===== config.mk =====
export PLATFORM = sky130hd
export DESIGN_NAME = resync_sv_proc
export DESIGN_NICKNAME = d
export VERILOG_FILES = /design/src/rtl/rsv_pkg.sv /design/src/rtl/rsv_insert_step.sv /design/src/rtl/rsv_rx_check.sv /design/src/rtl/resync_sv_proc.sv
export SDC_FILE = /design/constraint.sdc
export NUM_CORES = 1
export LEC_CHECK = 0
export BUFFER_PORTS_ARGS = -buffer_cell sky130_fd_sc_hd__buf_2
export CAP_MARGIN = 15
export CORE_MARGIN = 3
export CORE_UTILIZATION = 33
export DETAILED_ROUTE_END_ITERATION = 8
export PLACE_DENSITY = 0.63
export SLEW_MARGIN = 20
export SYNTH_ARGS = -nofsm -noshare
export SYNTH_HDL_FRONTEND = slang
export SYNTH_SLANG_ARGS = --single-unit

===== constraint.sdc =====
create_clock -name clk -period 4.5 [get_ports clk]
set_clock_uncertainty 0.2 [all_clocks]
set_input_delay 0.675 -clock clk [delete_from_list [all_inputs] [get_ports clk]]
set_output_delay 0.675 -clock clk [all_outputs]
set_load 0.01 [all_outputs]

===== src/rtl/rsv_pkg.sv =====
package rsv_pkg;
  localparam int JN_W    = 8;
  localparam int SEQ_W   = 12;
  localparam int SEG_W   = 4;
  localparam int LFSR_W  = 23;
  localparam int CRC_W   = 10;
  localparam int SV_W    = JN_W + 1 + SEQ_W + SEG_W + LFSR_W;
  localparam int PAY_W   = SV_W + CRC_W;
  localparam logic [LFSR_W-1:0] LFSR_PRESET = 23'h5A5A5A;
  localparam logic [CRC_W-1:0]  CRC_POLY    = 10'h233;

  typedef struct packed {
    logic [JN_W-1:0]   jn;
    logic              ir;
    logic [SEQ_W-1:0]  seq;
    logic [SEG_W-1:0]  seg;
    logic [LFSR_W-1:0] lfsr;
  } sv_t;

  typedef enum logic {ST_IDLE, ST_EVAL} st_t;

  // Serial CRC, MSB first, zero start value.
  function automatic logic [CRC_W-1:0] crc10(input logic [SV_W-1:0] d);
    logic [CRC_W-1:0] c;
    logic fb;
    c = '0;
    for (int i = SV_W - 1; i >= 0; i--) begin
      fb = c[CRC_W-1] ^ d[i];
      c  = {c[CRC_W-2:0], 1'b0};
      if (fb) c = c ^ CRC_POLY;
    end
    return c;
  endfunction

  // Vector after a resync: given jump count and role, everything else reset.
  function automatic sv_t sv_fresh(input logic [JN_W-1:0] jn, input logic ir);
    sv_t s;
    s.jn   = jn;
    s.ir   = ir;
    s.seq  = '0;
    s.seg  = '0;
    s.lfsr = LFSR_PRESET;
    return s;
  endfunction
endpackage


===== src/rtl/rsv_insert_step.sv =====
module rsv_insert_step
  import rsv_pkg::*;
(
  input  sv_t              cur,
  input  logic             role,
  output sv_t              nxt,
  output logic             sat,
  output logic [PAY_W-1:0] payload
);
  assign sat     = &cur.jn;
  assign nxt     = sv_fresh(cur.jn + 1'b1, role);
  assign payload = {nxt, crc10(nxt)};
endmodule


===== src/rtl/rsv_rx_check.sv =====
module rsv_rx_check
  import rsv_pkg::*;
(
  input  logic [PAY_W-1:0] payload,
  input  sv_t              cur,
  output logic             crc_good,
  output logic             jn_newer,
  output logic             accept,
  output sv_t              nxt
);
  sv_t rx_sv;
  assign rx_sv    = sv_t'(payload[PAY_W-1:CRC_W]);
  assign crc_good = (crc10(rx_sv) == payload[CRC_W-1:0]);
  assign jn_newer = (rx_sv.jn > cur.jn);
  assign accept   = crc_good && jn_newer;
  assign nxt      = sv_fresh(rx_sv.jn, rx_sv.ir);
endmodule


===== src/rtl/resync_sv_proc.sv =====
module resync_sv_proc
  import rsv_pkg::*;
#(
  parameter int NUM_CONN = 16,
  localparam int CONN_W  = $clog2(NUM_CONN)
) (
  input  logic              clk,
  input  logic              rst_n,
  input  logic              role_init,
  input  logic              cmd_valid,
  output logic              cmd_ready,
  input  logic              cmd_rx,
  input  logic [CONN_W-1:0] cmd_conn,
  input  logic [PAY_W-1:0]  cmd_payload,
  output logic              mem_rd_en,
  output logic [CONN_W-1:0] mem_addr,
  input  logic [SV_W-1:0]   mem_rdata,
  output logic              mem_we,
  output logic [SV_W-1:0]   mem_wdata,
  output logic              done,
  output logic              ok,
  output logic              sat_err,
  output logic              cell_valid,
  output logic [PAY_W-1:0]  cell_payload
);
  st_t               state;
  logic              rx_q;
  logic [CONN_W-1:0] conn_q;
  logic [PAY_W-1:0]  pay_q;

  // Named internal events
  logic cmd_fire, in_eval, ins_commit, rx_commit, commit;
  sv_t  stored, ins_nxt, rx_nxt, wd_s;
  logic ins_sat, rx_crc_good, rx_jn_newer, rx_accept;
  logic [PAY_W-1:0] ins_payload;

  assign cmd_ready = (state == ST_IDLE);
  assign cmd_fire  = cmd_valid && cmd_ready;
  assign in_eval   = (state == ST_EVAL);
  assign stored    = sv_t'(mem_rdata);

  rsv_insert_step u_ins (
    .cur(stored), .role(role_init), .nxt(ins_nxt),
    .sat(ins_sat), .payload(ins_payload)
  );

  rsv_rx_check u_rx (
    .payload(pay_q), .cur(stored), .crc_good(rx_crc_good),
    .jn_newer(rx_jn_newer), .accept(rx_accept), .nxt(rx_nxt)
  );

  assign ins_commit = in_eval && !rx_q && !ins_sat;
  assign rx_commit  = in_eval && rx_q && rx_accept;
  assign commit     = ins_commit || rx_commit;

  assign mem_rd_en = cmd_fire;
  assign mem_addr  = in_eval ? conn_q : cmd_conn;
  assign mem_we    = commit;
  assign wd_s      = rx_q ? rx_nxt : ins_nxt;
  assign mem_wdata = wd_s;

  always_ff @(posedge clk) begin
    if (!rst_n) begin
      state        <= ST_IDLE;
      rx_q         <= 1'b0;
      conn_q       <= '0;
      pay_q        <= '0;
      done         <= 1'b0;
      ok           <= 1'b0;
      sat_err      <= 1'b0;
      cell_valid   <= 1'b0;
      cell_payload <= '0;
    end else begin
      done       <= 1'b0;
      ok         <= 1'b0;
      sat_err    <= 1'b0;
      cell_valid <= 1'b0;
      case (state)
        ST_IDLE: if (cmd_fire) begin
          rx_q   <= cmd_rx;
          conn_q <= cmd_conn;
          pay_q  <= cmd_payload;
          state  <= ST_EVAL;
        end
        ST_EVAL: begin
          done       <= 1'b1;
          ok         <= commit;
          sat_err    <= !rx_q && ins_sat;
          cell_valid <= ins_commit;
          if (ins_commit) cell_payload <= ins_payload;
          state      <= ST_IDLE;
        end
        default: state <= ST_IDLE;
      endcase
    end
  end

  // Assertions
  assert_done_latency_R8: assert property (@(posedge clk) disable iff (!rst_n)
    cmd_fire |-> ##2 done);
  assert_busy_after_accept_R8: assert property (@(posedge clk) disable iff (!rst_n)
    cmd_fire |=> !cmd_ready);
  assert_write_acked_R5: assert property (@(posedge clk) disable iff (!rst_n)
    mem_we |=> (done && ok));
  assert_sat_no_cell_R4: assert property (@(posedge clk) disable iff (!rst_n)
    (done && sat_err) |-> (!ok && !cell_valid));
  assert_rx_newer_only_R7: assert property (@(posedge clk) disable iff (!rst_n)
    (mem_we && rx_q) |-> (wd_s.jn > stored.jn));
  assert_ins_step_R2: assert property (@(posedge clk) disable iff (!rst_n)
    (mem_we && !rx_q) |-> (wd_s.jn == stored.jn + 1'b1));
  assert_cell_crc_R3: assert property (@(posedge clk) disable iff (!rst_n)
    cell_valid |-> (crc10(cell_payload[PAY_W-1:CRC_W]) == cell_payload[CRC_W-1:0]));
  assert_cell_only_ok_R10: assert property (@(posedge clk) disable iff (!rst_n)
    cell_valid |-> (done && ok && !sat_err));
endmodule


[Word level (Yosys, flattened, before mapping)]
Cells that the tools add are included.
Storage, ports and cells
  bits in registers: 99
  input bits: 115
  output and inout port bits: 117
  word-level logic and storage cells: 277
Operators by class
  add/subtract/negate cells: 1
  order comparisons: 1
  eq/ne operators: 1
  muxes and demuxes: 101
  bitwise logic cells: 150
  reduce and logical (&&, ||, !) cells: 14
Operators by type and width (number)
  $mux W10: 96
  $not A5 Y5: 94
  $xor A1 B1 Y1: 55
  $mux W48: 1
  $eq A10 B10 Y1: 1
  $add A8 B1 Y8 const B: 1
  $gt A8 B8 Y1: 1
  $reduce_and A8 Y1: 1
  $logic_and A1 B1 Y1: 7
  $reduce_and A2 Y1: 3
  $mux W4: 1
  $logic_not A1 Y1: 2
  $mux W1: 2
  $pmux W1 S2: 1
  $logic_or A1 B1 Y1: 1
  $not A1 Y1: 1

[Logic depth before layout (Yosys ltp)]
  depth after elaboration: 99
  mapped depth: 12
  depth with buffers taken out: 11

[Cells and area by module]
From an unflattened synthesis, not the netlist that was laid out.
Unflattened totals
  cells, all modules: 959
  area total of the unflattened synthesis: 8470.6 µm²
By module, submodules not included
  resync_sv_proc: instances 1, cells an instance 606, area an instance 5252.5 µm²
  rsv_rx_check: instances 1, cells an instance 210, area an instance 2010.7 µm²
  rsv_insert_step: instances 1, cells an instance 143, area an instance 1207.4 µm²

[Least setup slack after synthesis]
Ideal clock, no wire load.
  path kind: register to output
  start point: register pay_q[51]
  end point: output port mem_we
  arrival: 2863 ps
  required time: 3625 ps
  slack: 762 ps
  stages on the path, launching flop included: 10
  buffers on the path: 1
  path through: dfxtp_1 -> buf_4 -> xnor3_2 -> xor2_1 -> xnor3_1 -> xnor3_4 -> or3_1 -> a22oi_1 -> o2111ai_1 -> o31ai_2
Between the ends
  cells in the longest elaborated chain, start to end: 88
  elaborated cells between the ends (all ways): 130
Ends and longest elaborated chain
  from (decl): RTL line resync_sv_proc.sv:29  | logic [PAY_W-1:0] pay_q;
  from (signal assigned): RTL line resync_sv_proc.sv:82  | pay_q <= cmd_payload;
  $xor A1 B1 Y1: RTL line rsv_pkg.sv:28  | fb = c[CRC_W-1] ^ d[i];
  $mux W10: RTL line rsv_pkg.sv:30  | if (fb) c = c ^ CRC_POLY;
  $xor A1 B1 Y1: RTL line rsv_pkg.sv:28
  $mux W10: RTL line rsv_pkg.sv:30
  $xor A1 B1 Y1: RTL line rsv_pkg.sv:28
  $mux W10: RTL line rsv_pkg.sv:30
  $xor A1 B1 Y1: RTL line rsv_pkg.sv:28
  $mux W10: RTL line rsv_pkg.sv:30
  [... 72 more ...]
  $xor A1 B1 Y1: RTL line rsv_pkg.sv:28
  $mux W10: RTL line rsv_pkg.sv:30
  $xor A1 B1 Y1 / $not A5 Y5 (equally long branches)
  $mux W10: RTL line rsv_pkg.sv:30
  $eq A10 B10 Y1: RTL line rsv_rx_check.sv:13  | assign crc_good = (crc10(rx_sv) == payload[CRC_W-1:0]);
  $logic_and A1 B1 Y1 *: RTL line rsv_rx_check.sv:15  | assign accept = crc_good && jn_newer;
  $logic_and A1 B1 Y1 *: RTL line resync_sv_proc.sv:53  | assign rx_commit = in_eval && rx_q && rx_accept;
  $logic_or A1 B1 Y1 *: RTL line resync_sv_proc.sv:54  | assign commit = ins_commit || rx_commit;
  to (decl): RTL line resync_sv_proc.sv:18  | output logic mem_we,
Every way passes the cells marked *; elsewhere a longest branch is shown, timed or not.

[Final worst setup path]
  start point: register pay_q[37]
  end point: output port mem_we
Between the ends
  cells in the longest elaborated chain, start to end: 60
  elaborated cells between the ends (all ways): 87
Ends and longest elaborated chain (RTL line)
  $xor A1 B1 Y1 *: rsv_pkg.sv:28
  $mux W10 *: rsv_pkg.sv:30
  $xor A1 B1 Y1: rsv_pkg.sv:28
  $mux W10 *: rsv_pkg.sv:30
  $xor A1 B1 Y1: rsv_pkg.sv:28
  $mux W10 *: rsv_pkg.sv:30
  $xor A1 B1 Y1: rsv_pkg.sv:28
  $mux W10 *: rsv_pkg.sv:30
  [... 44 more ...]
  $xor A1 B1 Y1: rsv_pkg.sv:28
  $mux W10 *: rsv_pkg.sv:30
  $xor A1 B1 Y1 / $not A5 Y5 (equally long branches)
  $mux W10 *: rsv_pkg.sv:30
  $eq A10 B10 Y1 *: rsv_rx_check.sv:13
  $logic_and A1 B1 Y1 *: rsv_rx_check.sv:15
  $logic_and A1 B1 Y1 *: resync_sv_proc.sv:53
  $logic_or A1 B1 Y1 *: resync_sv_proc.sv:54
Marks and branches as above.

==> impl_metrics.toml <==
[run_status]
outcome = "finished clean"

[route]
drc = 0
num_vias = 4316
drt_iter0_drc = 159
firstDrtPassIters = 4
finalWirelength_um = 14700
vias_per_cell = 4.32
ant_nets = 0
post_drt_wl_per_cell_um = 14.7

[die]
dieWidth_um = 144
io_pins = 232
initial_utilization_pct = 34.2
die-height_um = 144
design.core.area_um2 = 18300
row_count = 49
die_area_um2 = 20700

[synthesis]
synthFlopType = "dfxtp_1"
synth.avg_cell_area_um2 = 9.40
seq_area_frac_synth_pct = 28.1
synth_edf_count = 0
synth_seq_cells = 88
async_flop_share_pct = 0
yosysWarnings = 0
synth_cell_type_count = 45
synth_area_leader_cell = "dfxtp_1"
syn_area_um2 = 6270
synth_area_leaders = "dfxtp_1, xnor3_1, xnor2_1, buf_4, nand2_1"
synthCells = 667
yosysMostFrequentCell = "nand2_1"
yosys.area.top_type_share_pct = 28.1
synth_common_cells = "nand2_1, dfxtp_1, buf_4"

[cts]
cts_root_buffer = "clkbuf_16"
cts_setup_buffers = 0
clockBufferDepth = 2
htree_levels = 3
cts_tree = "yes"
cts_sinks = 88
cts_buffers = 9
cts.clk_slew.worst_paths_ps = 60
clock_latency_ps = 340

[pwr]
leakage_nw = 3.37
vdd_drop_max_v = 0.000271
power_density_nw_per_um2 = 448

[worst_setup_path]
end_kind = "output pin"
worst-setup-path-type = "reg2out"
startpoint_type = "flip-flop"
crit_arrival_ps = 3460
cp_data_required_time_ps = 3620
cp_max_fo = 3

[sta]
worstMarginPinSlew_ps = 968
setup-violations-final = 0
slew_violations = 0
max_slew_margin_pct = 35.5
clock.fmax_mhz = 231
fin_crit_sh_pct = 96.2
tns_ps = 0
min_period_ps = 4330
hold_viol_final = 0

[final_layout]
diodes = 0
multi_input_area_um2 = 4030
fillerInstances = 1902
seqCellArea_um2 = 1770
drive_gt1_share_pct = 24.9
final_cell_area_um2 = 7130
finalNetCount = 890
area_growth_pct = 13.7

[placed_design]
hpwlAfterDp_um = 11400
place_area_um2 = 6780
place_congestion = 0.826
io_buffers = 125

[run]
drv_cap = 0

[global_routing]
grt_pass1_vias = 4149
track_usage_pct = 14.3
grt_max_degree = 64
grt_pass1_wl_um = 22500
overflow = 0
antenna_found_initial = 0

[worst_hold_path]
hold_path_class = "reg2reg"
-- final timing paths --
path / startpoint / end / slack, ps / cells after the start
setup / recovery: pay_q[37] / mem_we / 170 / 9
hold / removal: conn_q[0] / conn_q[0] / 270 / 2
setup reg to reg: pay_q[37] / ok / 1160 / 9
hold reg to reg: conn_q[0] / conn_q[0] / 270 / 2
-- power by group --
group,internal [mW],leakage (nW),total (mW),switching [mW]
Sequential,0.830,0.726,0.882,0.0520
Combinational,0.893,2.52,1.61,0.720
Clock,0.376,0.125,0.696,0.320
Total,2.10,3.37,3.19,1.09
-- layout make-up --
type	instances	area share (%)
Tap cell	229	4.02
Sequential cell	88	24.9
Timing Repair Buffer	135	9.83
Clock inverter	6	0.632
Inverter	16	0.843
Multi-Input combinational cell	516	56.6
Clock buffer	10	3.21
-- placed cells by master, fill, tap and decap left out, types with 8 or more instances in the layout --
cell type	count
mux2_2	8
nand2_1	150
xnor3_1	28
xnor2_2	9
xor2_1	17
ha_1	9
o211a_1	10
buf_2	125
clkbuf_16	9
buf_4	10
inv_1	14
xnor2_1	69
a21boi_0	66
dfxtp_1	81
conb_1	66
nand3_1	9
-- layer usage --
layer | global-route usage (%) | wire, um | vias up
met2 | 22.3 | 6770 | 130
met4 | 3.72 | 167 | 0
met3 | 3.16 | 813 | 9
met1 | 20.0 | 6940 | 1947
li1 | - | - | 2230
met5 | 0 | 0 | -
-- worst max-delay path, cell delays in order, from the launching register on --
cell	delay [ps]
dfxtp_1	340
xnor3_2	480
xor2_4	230
xnor3_1	360
xnor3_4	460
or3_1	370
a22oi_2	220
o2111ai_1	150
o31ai_2	310
buf_2	190
-- registers in the layout, indices dropped and copies added (netlist names) --
register,cells
cell_valid,1
in_eval,1
done,1
conn_q,4
sat_err,1
cell_payload,20
rx_q,1
pay_q,58
ok,1
-- kinds of logic after synthesis --
group / after synthesis / synth area share [%]
AO/OA/AOI/OAI: 99 / 12.3
XOR/XNOR: 142 / 30.8
adder cells (fa/ha/maj): 9 / 1.80
buffers and inverters: 127 / 12.4
flip-flops: 88 / 28.1
multiplexers: 13 / 2.24
other: 2 / 0.120
AND/OR/NAND/NOR: 187 / 12.3
-- metrics by stage --
step / instances / hold slack [ps] / util [%] / power [mW] / setup slack [ps]
floorplan: 731 / 240 / - / 2.25 / 762
global placement: 984 / 252 / 37.0 / 2.47 / 319
detailed placement: 984 / 261 / 37.0 / 2.49 / 234
CTS: 1000 / 270 / 38.6 / 3.21 / 7.74
global route: 1000 / 287 / 38.9 / 3.41 / -12.4
finish: 1000 / 266 / 38.9 / 3.19 / 170
-- what timing repair did --
action,in CTS,in global routing
hold buffers,0,0
setup endpoints to repair,1,1
pin swaps,0,5
gates resized for setup,3,14
Power figures use the tool's default switching activity.
